<file path="src/rtl/ppa_pkg.sv">
package ppa_pkg;

  typedef enum logic [2:0] {
    OP_NOP    = 3'd0,
    OP_TXALOC = 3'd1,
    OP_WIPE   = 3'd2,
    OP_RXDROP = 3'd3,
    OP_RXFREE = 3'd4,
    OP_FREE   = 3'd5,
    OP_TXPUSH = 3'd6,
    OP_TXCLR  = 3'd7
  } mmu_op_e;

  localparam int MAXP = 64;
  localparam logic [7:0] NO_PAGE = 8'h80;

  // Index of the lowest clear bit among the first n bits; n when all are set.
  function automatic int unsigned lowest_clear(logic [MAXP-1:0] m, int unsigned n);
    int unsigned r;
    r = n;
    for (int i = MAXP - 1; i >= 0; i--) begin
      if (i < int'(n) && !m[i]) r = i;
    end
    return r;
  endfunction

  // Number of clear bits among the first n bits.
  function automatic int unsigned clear_count(logic [MAXP-1:0] m, int unsigned n);
    int unsigned c;
    c = 0;
    for (int i = 0; i < MAXP; i++) begin
      if (i < int'(n) && !m[i]) c++;
    end
    return c;
  endfunction

endpackage

</file>
<file path="src/rtl/ppa_scan.sv">
module ppa_scan
  import ppa_pkg::*;
#(
  parameter int N  = 4,
  parameter int PW = 2,
  parameter int CW = 3
) (
  input  logic [N-1:0]  mask,
  output logic          any_free,
  output logic [PW-1:0] first,
  output logic [CW-1:0] nfree
);
  logic [MAXP-1:0] wide;
  int unsigned     idx;

  always_comb begin
    wide = '0;
    wide[N-1:0] = mask;
    idx = lowest_clear(wide, N);
    any_free = (idx < N);
    first = any_free ? PW'(idx) : '0;
    nfree = CW'(clear_count(wide, N));
  end
endmodule

</file>
<file path="src/rtl/ppa_queue.sv">
module ppa_queue #(
  parameter int DEPTH = 4,
  parameter int W     = 2,
  parameter int CW    = 3
) (
  input  logic          clk,
  input  logic          rst_n,
  input  logic          clr,
  input  logic          push,
  input  logic          pop,
  input  logic [W-1:0]  din,
  output logic [W-1:0]  head,
  output logic [CW-1:0] count,
  output logic          empty,
  output logic          full
);
  logic [W-1:0]  slot [DEPTH];
  logic          push_ok, pop_ok;
  logic [CW-1:0] wr_idx;

  assign empty   = (count == '0);
  assign full    = (count == CW'(DEPTH));
  assign push_ok = push && !full && !clr;
  assign pop_ok  = pop && !empty && !clr;
  assign wr_idx  = pop_ok ? count - 1'b1 : count;
  assign head    = slot[0];

  always_ff @(posedge clk) begin
    if (!rst_n || clr) count <= '0;
    else count <= count + CW'(push_ok) - CW'(pop_ok);
  end

  for (genvar i = 0; i < DEPTH; i++) begin : g_slot
    always_ff @(posedge clk) begin
      if (!rst_n) slot[i] <= '0;
      else if (push_ok && wr_idx == CW'(i)) slot[i] <= din;
      else if (pop_ok) begin
        if (i < DEPTH - 1) slot[i] <= slot[(i < DEPTH - 1) ? i + 1 : i];
      end
    end
  end
endmodule

</file>
<file path="src/rtl/ppa_mmu.sv">
module ppa_mmu
  import ppa_pkg::*;
#(
  parameter int N  = 4,
  localparam int PW = (N > 1) ? $clog2(N) : 1,
  localparam int CW = $clog2(N + 1)
) (
  input  logic          clk,
  input  logic          rst_n,
  input  logic          cmd_we,
  input  logic [7:0]    cmd_byte,
  input  logic [PW-1:0] pkt_num,
  input  logic          rx_req,
  output logic          rx_grant,
  output logic [PW-1:0] rx_page,
  output logic [7:0]    alloc_result,
  output logic          alloc_done,
  output logic          alloc_flag,
  output logic [CW-1:0] free_pages,
  output logic [N-1:0]  page_map,
  output logic [CW-1:0] rx_count,
  output logic [7:0]    rx_head,
  output logic [CW-1:0] tx_count,
  output logic [7:0]    tx_head
);
  mmu_op_e       op;
  logic [N-1:0]  map_q, map_d, map_rel;
  logic [7:0]    res_q, res_d;
  logic          flag_q, flag_d, pend_q, pend_d, done_q, done_d;
  logic          any_free, rel_any;
  logic [PW-1:0] first_free, rel_first, rel_page, rx_hidx, tx_hidx;
  logic [CW-1:0] nfree, rel_nfree;
  logic          rx_empty, rx_full, tx_empty, tx_full;

  // Named events for the checker
  logic tx_claim_ev, rel_ev, retry_ev, wipe_ev;

  function automatic logic [N-1:0] page_bit(logic [PW-1:0] p);
    return {{(N-1){1'b0}}, 1'b1} << p;
  endfunction

  function automatic logic [7:0] as_byte(logic [PW-1:0] p);
    return {{(8-PW){1'b0}}, p};
  endfunction

  assign op          = mmu_op_e'(cmd_byte[7:5]);
  assign tx_claim_ev = cmd_we && op == OP_TXALOC;
  assign wipe_ev     = cmd_we && op == OP_WIPE;
  assign rel_ev      = cmd_we && (op == OP_FREE || (op == OP_RXFREE && !rx_empty));
  assign rel_page    = (op == OP_RXFREE) ? rx_hidx : pkt_num;
  assign map_rel     = map_q & ~page_bit(rel_page);
  assign retry_ev    = rel_ev && pend_q;
  assign rx_grant    = rx_req && !cmd_we && any_free && !rx_full;
  assign rx_page     = first_free;

  ppa_scan #(.N(N), .PW(PW), .CW(CW)) u_scan_cur (
    .mask(map_q), .any_free(any_free), .first(first_free), .nfree(nfree)
  );

  ppa_scan #(.N(N), .PW(PW), .CW(CW)) u_scan_rel (
    .mask(map_rel), .any_free(rel_any), .first(rel_first), .nfree(rel_nfree)
  );

  always_comb begin
    map_d  = map_q;
    res_d  = res_q;
    flag_d = flag_q;
    pend_d = pend_q;
    done_d = 1'b0;
    if (rx_grant) map_d = map_q | page_bit(first_free);
    if (tx_claim_ev) begin
      flag_d = 1'b0;
      if (any_free) begin
        map_d  = map_q | page_bit(first_free);
        res_d  = as_byte(first_free);
        flag_d = 1'b1;
        done_d = 1'b1;
        pend_d = 1'b0;
      end else begin
        res_d  = NO_PAGE;
        pend_d = 1'b1;
      end
    end
    if (rel_ev) begin
      map_d = map_rel;
      if (pend_q && rel_any) begin
        map_d  = map_rel | page_bit(rel_first);
        res_d  = as_byte(rel_first);
        flag_d = 1'b1;
        done_d = 1'b1;
        pend_d = 1'b0;
      end
    end
    if (wipe_ev) map_d = '0;
  end

  always_ff @(posedge clk) begin
    if (!rst_n) begin
      map_q  <= '0;
      res_q  <= NO_PAGE;
      flag_q <= 1'b0;
      pend_q <= 1'b0;
      done_q <= 1'b0;
    end else begin
      map_q  <= map_d;
      res_q  <= res_d;
      flag_q <= flag_d;
      pend_q <= pend_d;
      done_q <= done_d;
    end
  end

  ppa_queue #(.DEPTH(N), .W(PW), .CW(CW)) u_rxq (
    .clk(clk), .rst_n(rst_n), .clr(wipe_ev), .push(rx_grant),
    .pop(cmd_we && (op == OP_RXDROP || op == OP_RXFREE)),
    .din(first_free), .head(rx_hidx), .count(rx_count),
    .empty(rx_empty), .full(rx_full)
  );

  ppa_queue #(.DEPTH(N), .W(PW), .CW(CW)) u_txq (
    .clk(clk), .rst_n(rst_n), .clr(wipe_ev || (cmd_we && op == OP_TXCLR)),
    .push(cmd_we && op == OP_TXPUSH), .pop(1'b0),
    .din(pkt_num), .head(tx_hidx), .count(tx_count),
    .empty(tx_empty), .full(tx_full)
  );

  assign page_map     = map_q;
  assign free_pages   = nfree;
  assign alloc_result = res_q;
  assign alloc_flag   = flag_q;
  assign alloc_done   = done_q;
  assign rx_head      = rx_empty ? NO_PAGE : as_byte(rx_hidx);
  assign tx_head      = tx_empty ? NO_PAGE : as_byte(tx_hidx);
endmodule

</file>
<file path="config.mk">
export PLATFORM = sky130hd
export DESIGN_NAME = ppa_mmu
export DESIGN_NICKNAME = d
export VERILOG_FILES = /design/src/rtl/ppa_pkg.sv /design/src/rtl/ppa_scan.sv /design/src/rtl/ppa_queue.sv /design/src/rtl/ppa_mmu.sv
export SDC_FILE = /design/constraint.sdc
export NUM_CORES = 1
export LEC_CHECK = 0
export BUFFER_PORTS_ARGS = -buffer_cell sky130_fd_sc_hd__buf_2
export CORE_ASPECT_RATIO = 1.1
export CORE_MARGIN = 5
export CORE_UTILIZATION = 40
export DETAILED_ROUTE_END_ITERATION = 10
export PLACE_DENSITY = 0.7
export SYNTH_ARGS = -nofsm -noshare
export SYNTH_HDL_FRONTEND = slang
export SYNTH_HIERARCHICAL = 1
export SYNTH_SLANG_ARGS = --single-unit
</file>
<file path="constraint.sdc">
create_clock -name clk -period 3.1 [get_ports clk]
set_clock_uncertainty 0.1 [all_clocks]
set_input_delay 0.155 -clock clk [delete_from_list [all_inputs] [get_ports clk]]
set_output_delay 0.155 -clock clk [all_outputs]
set_load 0.005 [all_outputs]
</file>
==> results.tsv <==
stage	metric	value	unit
clocking	clk_pin_slew	0.07	ns
layout	antenna_cells	0	
min_path	hold_class	input port to flop	
die	core	0.00693	mm^2
place	routabilityCongestion	0.889	
setup_path	cp.arrival	3.05	ns
global_route	grtUsageMet3	3.05	%
setup_path	required	3.22	ns
drt	wl	6.03	mm
layout	drive_above_1_share	28.1	%
clocking	htree_levels	2	
sta	relSlewSlack	50.0	%
place	hpwlAfterDp	4.72	mm
setup_path	cp-end-kind	flop	
drt	final_antenna_net_count	0	
global_route	use_met2	23.5	%
global_route	grt_pass1_wl	9.96	mm
synthesis	synthCells	296	
global_route	grt_max_degree	30	
setup_path	crit_chain	inv_2 > ha_4 > and2_1 > nand2b_4 > nor3b_4 > or3b_1 > ha_1 > inv_1 > ha_2 > fa_2 > xnor2_2 > xnor2_1 > nor3b_1	
setup_path	max_stage_delay	0.40	ns
global_route	antenna_found_initial	0	
drt	vias	2248	
global_route	grt_pass1_vias	2157	
global_route	gr-usage-met1	18.0	%
setup_path	cp_max_fo	5	
setup_path	startpoint_type	flop	
die	die_y	97.6	um
sta	fin_crit_sh	94.8	%
drt	via_per_inst	5.18	
clocking	holdBufCountCts	0	
drt	post-route-drc-count	0	
die	die_area	0.00875	mm^2
power_and_ir_drop	leakage	1.44	nW
die	row_count	32	
sta	setup_tns	0	ns
clocking	cts_buffer_depth	2	
sta	hold_viol_final	0	
drt	first_iter_violations	102	
global_route	grt-busiest-layer	met2	
sta	fmax	340	MHz
drt	post_drt_wl_per_cell	13.9	um
job	cap_violations	0	
sta	tightest_slew	0.745	ns
synthesis	synth_area	0.00279	mm^2
clocking	clockRootBuffer	clkbuf_8	
global_route	grt_use_total	14.1	%
power_and_ir_drop	ir_drop	0.269	mV
setup_path	critPathKind	flop to flop	
layout	syn_to_final_growth	16.9	%
die	initial_utilization	40.3	%
die	dieWidth	89.7	um
layout	final_nets	375	
run_status	status	complete, no violations	
synthesis	yosys_warnings	6	
clocking	clock_sink_count	37	
global_route	grt-ovfl-total	0	
drt	drtPass1Iterations	4	
sta	min_period	2.94	ns
layout	nFillCells	670	
sta	drv_slew	0	
clocking	tritoncts	done	
clocking	numCtsBuffers	5	
layout	final_core_util	47.1	%
sta	rsz0062_at_grt	no	
place	portBuffers	40	
setup_path	crit_slowest_cell	fa_2	
die	io_pins	56	
power_and_ir_drop	power.density	541	mW/mm^2
sta	setup_violations	0	
synthesis	synth.avg_cell_area	9.43	um^2
clocking	insertion_delay	0.29	ns
-- routing by layer --
layer | share of wire (%) | up-vias | routed length (um)
met5 | 0 | - | 0
met4 | 1.0 | 0 | 62
met3 | 4.5 | 7 | 270
met2 | 49 | 49 | 2980
met1 | 45 | 1060 | 2720
li1 | - | 1132 | -
-- timing repair --
action,CTS,global route
setup endpoints to repair,0,1
buffers inserted,0,1
resized for setup,0,9
-- final timing paths --
kind                                      start          endpoint  slack [ns]  cells after the start
worst max register to register   u_rxq/count[0]    u_rxq/count[2]        0.16                     13
worst max-delay path             u_rxq/count[0]    u_rxq/count[2]        0.16                     13
worst min register to register  alloc_result[3]   alloc_result[3]        0.36                      1
worst min-delay path                 pkt_num[1]  u_txq/slot[3][1]        0.22                      3
-- area by class of cell --
class,instances,area [um^2],share of cell area [%]
inverter,20,75.1,2.30
multi-input combinational,230,1760,54.0
timing repair buffer,54,305,9.35
clock buffer,8,111,3.41
sequential,37,903,27.7
tap,85,106,3.26
-- power breakdown --
group	internal, mW	switching [mW]	leakage [nW]
Sequential	0.572	0.0384	0.339
Clock	0.230	0.172	0.0566
Combinational	0.327	0.425	1.05
Total	1.13	0.636	1.44
-- critical path: cells and delay by family (launching register included) --
kind,cells,cell delay (ns)
buf+inv,2,0.10
flops,1,0.33
simple gates,5,1.05
xor+xnor,2,0.26
fa+ha+maj,4,1.01
-- flip-flops by register name (all words and copies together) (netlist names) --
signal and cells:
u_rxq/slot 8, alloc_flag 1, alloc_done 1, page_map 4
u_txq/slot 8, u_txq/count 3, alloc_result 8, u_rxq/count 3
pend_q 1
-- placed cells by master, fill, tap and decap left out, types with 5 or more instances in the layout --
cell type	count
nand2_1	31
xnor2_1	6
edfxtp_1	16
mux2i_1	15
a21oi_1	9
nor3_1	6
and3b_1	6
clkbuf_8	6
conb_1	13
a211oi_1	7
inv_1	16
nor2_1	14
dfxtp_1	19
and2_1	9
buf_4	14
nor4_1	5
ha_1	9
buf_2	40
nand2b_1	11
nor2b_1	14
o21ai_2	7
-- stage by stage --
stage          power, mW  setup WS [ns]  area (um^2)  instances  hold WS [ns]
2_1_floorplan       1.18         0.0134         2850        308         0.131
3_3_place_gp        1.33          0.161         3110        425         0.338
3_5_place_dp        1.34         0.0812         3110        425         0.342
4_1_cts             1.74         0.0546         3220        433         0.228
5_1_grt             1.90        0.00210         3260        434         0.261
6_report            1.76          0.160         3260        434         0.224
(Power assumes the default switching activity.)
